--- src/rtl/prio_intc_pkg.sv ---
package prio_intc_pkg;
    localparam int unsigned ADDR_W      = 12;
    localparam int unsigned DATA_W      = 32;
    localparam int unsigned BANK_W      = 32;
    localparam int unsigned PRIO_W      = 6;
    localparam int unsigned THR_W       = 8;
    localparam int unsigned BANK_STRIDE = 32;

    localparam logic [ADDR_W-1:0] A_REV    = 12'h000;
    localparam logic [ADDR_W-1:0] A_SYSCFG = 12'h010;
    localparam logic [ADDR_W-1:0] A_STATUS = 12'h014;
    localparam logic [ADDR_W-1:0] A_SORTED = 12'h040;
    localparam logic [ADDR_W-1:0] A_CTRL   = 12'h048;
    localparam logic [ADDR_W-1:0] A_PROT   = 12'h04C;
    localparam logic [ADDR_W-1:0] A_IDLE   = 12'h050;
    localparam logic [ADDR_W-1:0] A_THRESH = 12'h068;
    localparam logic [ADDR_W-1:0] A_MASK0  = 12'h084;
    localparam logic [ADDR_W-1:0] A_MCLR0  = 12'h088;
    localparam logic [ADDR_W-1:0] A_MSET0  = 12'h08C;
    localparam logic [ADDR_W-1:0] A_PEND0  = 12'h098;
    localparam logic [ADDR_W-1:0] A_LEVEL0 = 12'h100;

    typedef enum logic [1:0] {
        ST_IDLE,
        ST_SORT,
        ST_HOLD
    } sort_state_t;

    typedef enum logic {
        RS_RUN,
        RS_BUSY
    } rst_state_t;
endpackage

--- src/rtl/prio_intc_bank.sv ---
module prio_intc_bank
    import prio_intc_pkg::*;
#(
    parameter int unsigned BANK_IDX = 0
) (
    input  logic                     clk,
    input  logic                     rst_n,
    input  logic                     clr,
    input  logic                     wr_en,
    input  logic [ADDR_W-1:0]        addr,
    input  logic [DATA_W-1:0]        wdata,
    input  logic [BANK_W-1:0]        src,
    output logic [BANK_W-1:0]        pend_o,
    output logic [BANK_W*PRIO_W-1:0] prio_o,
    output logic [DATA_W-1:0]        rdata
);
    localparam int unsigned IDX_W = $clog2(BANK_W);
    localparam logic [ADDR_W-1:0] MASK_A = A_MASK0 + ADDR_W'(BANK_STRIDE * BANK_IDX);
    localparam logic [ADDR_W-1:0] MCLR_A = A_MCLR0 + ADDR_W'(BANK_STRIDE * BANK_IDX);
    localparam logic [ADDR_W-1:0] MSET_A = A_MSET0 + ADDR_W'(BANK_STRIDE * BANK_IDX);
    localparam logic [ADDR_W-1:0] PEND_A = A_PEND0 + ADDR_W'(BANK_STRIDE * BANK_IDX);
    localparam logic [ADDR_W-8:0] LVL_PAGE = A_LEVEL0[ADDR_W-1:7] + (ADDR_W-7)'(BANK_IDX);

    logic [BANK_W-1:0] mask_q;
    logic [PRIO_W-1:0] prio_q [BANK_W];
    logic              lvl_hit;
    logic [IDX_W-1:0]  lvl_idx;

    assign lvl_hit = (addr[ADDR_W-1:7] == LVL_PAGE);
    assign lvl_idx = addr[IDX_W+1:2];
    assign pend_o  = src & ~mask_q;

    always_ff @(posedge clk or negedge rst_n) begin
        if (!rst_n) begin
            mask_q <= '1;
        end else if (clr) begin
            mask_q <= '1;
        end else if (wr_en) begin
            if (addr == MASK_A)      mask_q <= wdata[BANK_W-1:0];
            else if (addr == MSET_A) mask_q <= mask_q | wdata[BANK_W-1:0];
            else if (addr == MCLR_A) mask_q <= mask_q & ~wdata[BANK_W-1:0];
        end
    end

    always_ff @(posedge clk or negedge rst_n) begin
        if (!rst_n) begin
            for (int i = 0; i < BANK_W; i++) prio_q[i] <= '0;
        end else if (clr) begin
            for (int i = 0; i < BANK_W; i++) prio_q[i] <= '0;
        end else if (wr_en && lvl_hit) begin
            prio_q[lvl_idx] <= wdata[PRIO_W-1:0];
        end
    end

    genvar g;
    generate
        for (g = 0; g < BANK_W; g++) begin : g_pack
            assign prio_o[g*PRIO_W +: PRIO_W] = prio_q[g];
        end
    endgenerate

    always_comb begin
        rdata = '0;
        if (addr == MASK_A)      rdata = mask_q;
        else if (addr == PEND_A) rdata = pend_o;
        else if (lvl_hit)        rdata = {{(DATA_W-PRIO_W){1'b0}}, prio_q[lvl_idx]};
    end

    // set writes leave every written 1 bit masked
    assert_mask_set_R2: assert property (@(posedge clk) disable iff (!rst_n)
        (wr_en && !clr && addr == MSET_A) |=> ((mask_q & $past(wdata[BANK_W-1:0])) == $past(wdata[BANK_W-1:0])));
    // clear writes leave every written 1 bit unmasked
    assert_mask_clear_R2: assert property (@(posedge clk) disable iff (!rst_n)
        (wr_en && !clr && addr == MCLR_A) |=> ((mask_q & $past(wdata[BANK_W-1:0])) == '0));
    // zero bits of a set/clear write keep their old value
    assert_mask_keep_R2: assert property (@(posedge clk) disable iff (!rst_n)
        (wr_en && !clr && (addr == MSET_A || addr == MCLR_A)) |=>
        ((mask_q & ~$past(wdata[BANK_W-1:0])) == ($past(mask_q) & ~$past(wdata[BANK_W-1:0]))));
endmodule

--- src/rtl/prio_intc_sorter.sv ---
module prio_intc_sorter
    import prio_intc_pkg::*;
#(
    parameter int unsigned NUM_SRC     = 96,
    parameter int unsigned SORT_CYCLES = 10
) (
    input  logic                      clk,
    input  logic                      rst_n,
    input  logic                      clr,
    input  logic [NUM_SRC-1:0]        cand,
    input  logic [NUM_SRC*PRIO_W-1:0] prio_flat,
    input  logic                      ack,
    output logic                      irq_o,
    output logic                      spur_o,
    output logic [$clog2(NUM_SRC)-1:0] win_o
);
    localparam int unsigned ID_W  = $clog2(NUM_SRC);
    localparam int unsigned CNT_W = $clog2(SORT_CYCLES);
    localparam logic [CNT_W-1:0] CNT_LAST = CNT_W'(SORT_CYCLES - 1);

    sort_state_t       state_q, state_d;
    logic [CNT_W-1:0]  cnt_q;
    logic [ID_W-1:0]   win_q;
    logic              spur_q;
    logic              best_vld;
    logic [ID_W-1:0]   best_id;
    logic [PRIO_W-1:0] best_pr;

    // priority search: strict compare keeps the lower number on ties
    always_comb begin
        best_vld = 1'b0;
        best_id  = '0;
        best_pr  = '1;
        for (int i = 0; i < NUM_SRC; i++) begin
            if (cand[i] && (!best_vld || prio_flat[i*PRIO_W +: PRIO_W] < best_pr)) begin
                best_vld = 1'b1;
                best_id  = ID_W'(i);
                best_pr  = prio_flat[i*PRIO_W +: PRIO_W];
            end
        end
    end

    always_comb begin
        state_d = state_q;
        unique case (state_q)
            ST_IDLE: if (best_vld)          state_d = ST_SORT;
            ST_SORT: if (cnt_q == CNT_LAST) state_d = ST_HOLD;
            ST_HOLD: if (ack)               state_d = ST_IDLE;
            default:                        state_d = ST_IDLE;
        endcase
        if (clr) state_d = ST_IDLE;
    end

    always_ff @(posedge clk or negedge rst_n) begin
        if (!rst_n) state_q <= ST_IDLE;
        else        state_q <= state_d;
    end

    always_ff @(posedge clk or negedge rst_n) begin
        if (!rst_n) begin
            cnt_q  <= '0;
            win_q  <= '0;
            spur_q <= 1'b0;
        end else if (clr) begin
            cnt_q  <= '0;
            win_q  <= '0;
            spur_q <= 1'b0;
        end else begin
            unique case (state_q)
                ST_IDLE: begin
                    cnt_q <= '0;
                    if (best_vld) win_q <= best_id;
                end
                ST_SORT: begin
                    cnt_q <= cnt_q + 1'b1;
                    if (cnt_q == CNT_LAST) spur_q <= !(best_vld && best_id == win_q);
                end
                ST_HOLD: cnt_q <= '0;
                default: cnt_q <= '0;
            endcase
        end
    end

    always_comb begin
        irq_o  = (state_q == ST_HOLD);
        spur_o = spur_q;
        win_o  = win_q;
    end

    // the request holds until acknowledged
    assert_hold_until_ack_R9: assert property (@(posedge clk) disable iff (!rst_n)
        (irq_o && !ack && !clr) |=> irq_o);
    // an acknowledge releases the request at once
    assert_ack_release_R9: assert property (@(posedge clk) disable iff (!rst_n)
        (irq_o && ack) |=> !irq_o);
    // the request only rises at the end of a full sort window
    assert_sort_length_R4: assert property (@(posedge clk) disable iff (!rst_n)
        $rose(irq_o) |-> ($past(state_q) == ST_SORT && $past(cnt_q) == CNT_LAST));
endmodule

--- src/rtl/prio_intc.sv ---
module prio_intc
    import prio_intc_pkg::*;
#(
    parameter int unsigned NUM_SRC     = 96,
    parameter int unsigned SORT_CYCLES = 10,
    parameter int unsigned RST_CYCLES  = 4,
    parameter logic [7:0]  REVISION    = 8'h21
) (
    input  logic               clk,
    input  logic               rst_n,
    input  logic [NUM_SRC-1:0] irq_src,
    input  logic               bus_sel,
    input  logic               bus_we,
    input  logic [11:0]        bus_addr,
    input  logic [31:0]        bus_wdata,
    output logic [31:0]        bus_rdata,
    output logic               irq_out
);
    localparam int unsigned NUM_BANK = NUM_SRC / BANK_W;
    localparam int unsigned ID_W     = $clog2(NUM_SRC);
    localparam int unsigned RCNT_W   = $clog2(RST_CYCLES);
    localparam logic [RCNT_W-1:0] RCNT_LAST = RCNT_W'(RST_CYCLES - 1);

    logic                      wr_en;
    logic                      clr;
    logic                      soft_go;
    logic                      ack;
    rst_state_t                rs_q, rs_d;
    logic [RCNT_W-1:0]         rcnt_q;
    logic                      autoidle_q;
    logic                      prot_q;
    logic [1:0]                idle_q;
    logic [THR_W-1:0]          thresh_q;
    logic [NUM_SRC-1:0]        pend;
    logic [NUM_SRC-1:0]        cand;
    logic [NUM_SRC*PRIO_W-1:0] prio_flat;
    logic [DATA_W-1:0]         bank_rd [NUM_BANK];
    logic                      irq_w;
    logic                      spur_w;
    logic [ID_W-1:0]           win_w;
    logic [DATA_W-1:0]         sorted_val;
    logic [DATA_W-1:0]         rd_mux;

    assign wr_en   = bus_sel && bus_we;
    assign soft_go = wr_en && bus_addr == A_SYSCFG && bus_wdata[1];
    assign clr     = (rs_q == RS_BUSY);
    assign ack     = wr_en && bus_addr == A_CTRL && bus_wdata[0] && !clr;

    // soft reset sequencer
    always_comb begin
        rs_d = rs_q;
        unique case (rs_q)
            RS_RUN:  if (soft_go)            rs_d = RS_BUSY;
            RS_BUSY: if (rcnt_q == RCNT_LAST) rs_d = RS_RUN;
            default:                         rs_d = RS_RUN;
        endcase
    end

    always_ff @(posedge clk or negedge rst_n) begin
        if (!rst_n) rs_q <= RS_RUN;
        else        rs_q <= rs_d;
    end

    always_ff @(posedge clk or negedge rst_n) begin
        if (!rst_n)            rcnt_q <= '0;
        else if (rs_q == RS_BUSY) rcnt_q <= rcnt_q + 1'b1;
        else                   rcnt_q <= '0;
    end

    // global settings
    always_ff @(posedge clk or negedge rst_n) begin
        if (!rst_n) begin
            autoidle_q <= 1'b0;
            prot_q     <= 1'b0;
            idle_q     <= '0;
            thresh_q   <= '1;
        end else if (clr) begin
            autoidle_q <= 1'b0;
            prot_q     <= 1'b0;
            idle_q     <= '0;
            thresh_q   <= '1;
        end else if (wr_en) begin
            unique case (bus_addr)
                A_SYSCFG: autoidle_q <= bus_wdata[0];
                A_PROT:   prot_q     <= bus_wdata[0];
                A_IDLE:   idle_q     <= bus_wdata[1:0];
                A_THRESH: thresh_q   <= bus_wdata[THR_W-1:0];
                default:  ;
            endcase
        end
    end

    genvar b;
    generate
        for (b = 0; b < NUM_BANK; b++) begin : g_bank
            prio_intc_bank #(.BANK_IDX(b)) u_bank (
                .clk    (clk),
                .rst_n  (rst_n),
                .clr    (clr),
                .wr_en  (wr_en),
                .addr   (bus_addr),
                .wdata  (bus_wdata),
                .src    (irq_src[b*BANK_W +: BANK_W]),
                .pend_o (pend[b*BANK_W +: BANK_W]),
                .prio_o (prio_flat[b*BANK_W*PRIO_W +: BANK_W*PRIO_W]),
                .rdata  (bank_rd[b])
            );
        end
    endgenerate

    always_comb begin
        for (int i = 0; i < NUM_SRC; i++) begin
            cand[i] = pend[i] && ({{(THR_W-PRIO_W){1'b0}}, prio_flat[i*PRIO_W +: PRIO_W]} < thresh_q);
        end
    end

    prio_intc_sorter #(
        .NUM_SRC     (NUM_SRC),
        .SORT_CYCLES (SORT_CYCLES)
    ) u_sorter (
        .clk       (clk),
        .rst_n     (rst_n),
        .clr       (clr),
        .cand      (cand),
        .prio_flat (prio_flat),
        .ack       (ack),
        .irq_o     (irq_w),
        .spur_o    (spur_w),
        .win_o     (win_w)
    );

    always_comb begin
        if (!irq_w)      sorted_val = '1;
        else if (spur_w) sorted_val = {25'h1FF_FFFF, 7'(win_w)};
        else             sorted_val = {25'h0, 7'(win_w)};
    end

    always_comb begin
        rd_mux = '0;
        unique case (bus_addr)
            A_REV:    rd_mux = {24'h0, REVISION};
            A_SYSCFG: rd_mux = {31'h0, autoidle_q};
            A_STATUS: rd_mux = {31'h0, rs_q == RS_RUN};
            A_SORTED: rd_mux = sorted_val;
            A_PROT:   rd_mux = {31'h0, prot_q};
            A_IDLE:   rd_mux = {30'h0, idle_q};
            A_THRESH: rd_mux = {{(DATA_W-THR_W){1'b0}}, thresh_q};
            default:  rd_mux = '0;
        endcase
        for (int k = 0; k < NUM_BANK; k++) rd_mux = rd_mux | bank_rd[k];
    end

    assign bus_rdata = bus_sel ? rd_mux : '0;
    assign irq_out   = irq_w;

    // the request line is quiet once a soft reset has taken hold
    assert_quiet_soft_reset_R10: assert property (@(posedge clk) disable iff (!rst_n)
        (clr && $past(clr)) |-> !irq_out);
    // soft reset ends after its fixed count
    assert_soft_reset_ends_R10: assert property (@(posedge clk) disable iff (!rst_n)
        (clr && rcnt_q == RCNT_LAST) |=> !clr);
endmodule

--- config.mk ---
export PLATFORM = sky130hd
export DESIGN_NAME = prio_intc
export DESIGN_NICKNAME = d
export VERILOG_FILES = /design/src/rtl/prio_intc_pkg.sv /design/src/rtl/prio_intc_bank.sv /design/src/rtl/prio_intc_sorter.sv /design/src/rtl/prio_intc.sv
export SDC_FILE = /design/constraint.sdc
export NUM_CORES = 2
export LEC_CHECK = 0
export BUFFER_PORTS_ARGS = -buffer_cell sky130_fd_sc_hd__clkbuf_2
export CELL_PAD_IN_SITES_DETAIL_PLACEMENT = 0
export CELL_PAD_IN_SITES_GLOBAL_PLACEMENT = 1
export CORE_UTILIZATION = 55
export CTS_BUF_LIST = sky130_fd_sc_hd__clkbuf_2 sky130_fd_sc_hd__clkbuf_4 sky130_fd_sc_hd__clkbuf_8
export CTS_CLUSTER_SIZE = 24
export DETAILED_ROUTE_END_ITERATION = 7
export PLACE_DENSITY_LB_ADDON = 0.1
export SKIP_CTS_REPAIR_TIMING = 1
export SLEW_MARGIN = 20
export SYNTH_ARGS = -nofsm -noshare
export SYNTH_HDL_FRONTEND = slang
export SYNTH_HIERARCHICAL = 1
export SYNTH_SLANG_ARGS = --single-unit
--- constraint.sdc ---
create_clock -name clk -period 416.8 [get_ports clk]
set_input_delay 20.84 -clock clk [delete_from_list [all_inputs] [get_ports clk]]
set_output_delay 20.84 -clock clk [all_outputs]
set_load 0.01 [all_outputs]
==> metrics.txt <==
status=complete, no violations; vias in the first global route=74400; fmax=5.15 MHz; H-tree depth=4; Synth Net Count=10500; dpl cells=11300; Worst path slowest cell=nor4_4; Commonest cells post-synth=nor2_1 (993), nand2_1 (987), o21ai_0 (833); yosys warns=6; unrepaired setup endpoints after global routing=no; setup TNS=0 ns; clock buffer depth=3; period utilisation layout=46.6%; Core Area=0.142 mm²; Yosys top cell area share=18.9%; WS Path Type=in2reg; crit path launch type=input port; wire per inst=28.5 µm; Starting Density=55.6%; number of DRC markers in iteration 0=10300; Finished Cell Area=0.0839 mm²; largest net degree at the start of global routing=201; Largest stage delay, worst path=0.94 ns; HPWL after DPL=242000 µm; DRT Pass-1 Iters=6; relative max-transition margin=15.4%; post-synthesis sequential area ratio=22.4%; CP dominant cell by count=ha_1; final setup fails=0; Worst Clk Skew=0.0568 ns; first-pass GRT wire length=485000 µm; CTS root buffer=clkbuf_8; later-pin clock latency in the skew report=0.93 ns; Area Overhead vs Synth=6.15%; worst slew pin tran=1.25 ns; GRT overflow=0; Die Span Y=381 µm; maximum fanout along the worst path=16; CTS Buf Count=139; worst min path class=reg2reg; TritonCTS clock tree=built; synth top area cells=dfrtp_1 (19%), ha_1 (12%), mux2i_1 (9.9%); Final Non-Filler Cells=11600; Post-Syn Instances=9583; clk sinks=701; ys flop type=dfrtp_1; DR DRC count=0; vias=80800; leading area contributor after synthesis=dfrtp_1; post-synth cell types=207; syn_area_per_cell=8.25 µm²; Via density=6.99; initial antenna violation count=24; port buffer count=176; top-count cell post-synth=nor2_1; Die Width=381 µm; routability cong.=1.10; Post-synth EDFFs=0; final wirelength=330000 µm; Final Max Slew Viols=0; FFs w/ async S/R, synth=100%; Hold Violations, Final=0; Area after DPL=0.0807 mm²; register bit total from synthesis=701; max_cap viols=0; IO Pins=177; CP Data Required Time=417.62 ns; mapped cell area=0.0790 mm²; # rows=138; Tot GR Track Use=43.7%; Post-DRT Antenna Nets=0; fin crit period=194.26 ns; crit path DAT=195.08 ns; share of cells above drive strength 1=14.8%; CP Capture Type=flip-flop; Nets=10500; clock-pin transition on the worst setup and hold timing paths=0.06 ns; die area=0.145 mm²
==> cells in the final DEF, fill, tap and decap left out, types with 32 or more instances in the layout <==
cell type / instances
clkbuf_8: 176
inv_1: 267
o21ai_0: 832
o31ai_1: 38
o21a_1: 239
nand3_1: 145
nor2_1: 992
buf_4: 92
dfrtp_1: 596
a21oi_1: 648
mux2_2: 51
o21ai_1: 152
o211ai_1: 80
ha_1: 772
nor3_1: 157
mux2i_1: 779
xnor2_1: 43
a21o_2: 33
or2_2: 38
nor2_2: 54
a211oi_1: 171
nand2b_1: 135
clkbuf_4: 45
or2b_2: 42
a221o_1: 104
clkbuf_2: 164
xor2_1: 38
or3_1: 32
dfstp_2: 103
nor2b_1: 110
o22ai_1: 173
nand2_1: 987
nor4_1: 50
and2_2: 43
a31oi_1: 63
==> logic make-up (layout without fill, tap and decap cells) <==
family | after synthesis | after routing | synth area share (%)
simple gates | 3227 | 3227 | 20.6
compound gates | 3194 | 3194 | 27.9
mux | 881 | 881 | 11.5
fa+ha+maj | 776 | 776 | 12.3
buf+inv | 723 | 792 | 4.46
flops | 701 | 701 | 22.4
xor+xnor | 81 | 81 | 0.898
other cells | 0 | 15 | 0
==> registers in the layout, indices dropped and copies added, names as in the netlist <==
signal                count
prot_q                    1
g_bank.u_bank/mask_q     96
u_sorter/cnt_q            4
thresh_q                  8
autoidle_q                1
u_sorter/state_q          2
u_sorter/win_o            7
idle_q                    2
u_sorter/spur_o           1
clr                       1
g_bank.u_bank/prio_o    576
rcnt_q                    2
==> worst max-delay path, delay by kind of cell <==
kind	cells	cell delay, ns
fa+ha+maj	98	27.50
simple gates	236	41.92
buf+inv	20	1.69
mux	39	11.22
compound gates	398	96.24
==> area by class of cell <==
type / count / area (µm²)
flip-flops and latches: 701 / 17700
diodes: 15 / 37.5
well taps: 1890 / 2360
repair buffers: 268 / 1730
multi-input cells: 8159 / 57900
clock inverters: 28 / 350
inverters: 275 / 1060
clock buffers: 221 / 2760
fillers: 13000 / 58200
==> worst paths after layout <==
kind	start	end	slack (ns)	cells past startpoint
max	irq_src[0]	u_sorter/spur_o$_DFFE_PN0P_	222.54	791
min	rcnt_q[0]$_DFF_PN0_	rcnt_q[0]$_DFF_PN0_	0.44	1
max reg2reg	thresh_q[0]$_DFFE_PN1P_	u_sorter/spur_o$_DFFE_PN0P_	241.29	775
min reg2reg	rcnt_q[0]$_DFF_PN0_	rcnt_q[0]$_DFF_PN0_	0.44	1
max in group asynchronous	rst_n	g_bank[2].u_bank/prio_o[80]$_DFFE_PN0P_	393.64	4
min in group asynchronous	rst_n	g_bank[1].u_bank/prio_o[85]$_DFFE_PN0P_	19.87	1
==> routing by layer <==
metal	part of all wire, %	GRT usage, %
met2	41	63.2
met3	12	12.7
met5	0.051	0
met4	5.3	20.8
met1	41	59.5
==> per-stage QoR <==
stage               hold WS, ns  util [%]  setup slack [ns]
floorplan                 0.409         -            249.05
global placement          0.425      56.8            230.15
detailed placement        0.437      56.8            225.99
CTS                       0.446      59.0            226.48
global route              0.457      59.0            209.47
finish                    0.440      59.0            222.54
Power is left out: the tool's default activity adds up to more than one toggle a clock period on the data nets, which glitch-free logic cannot reach.
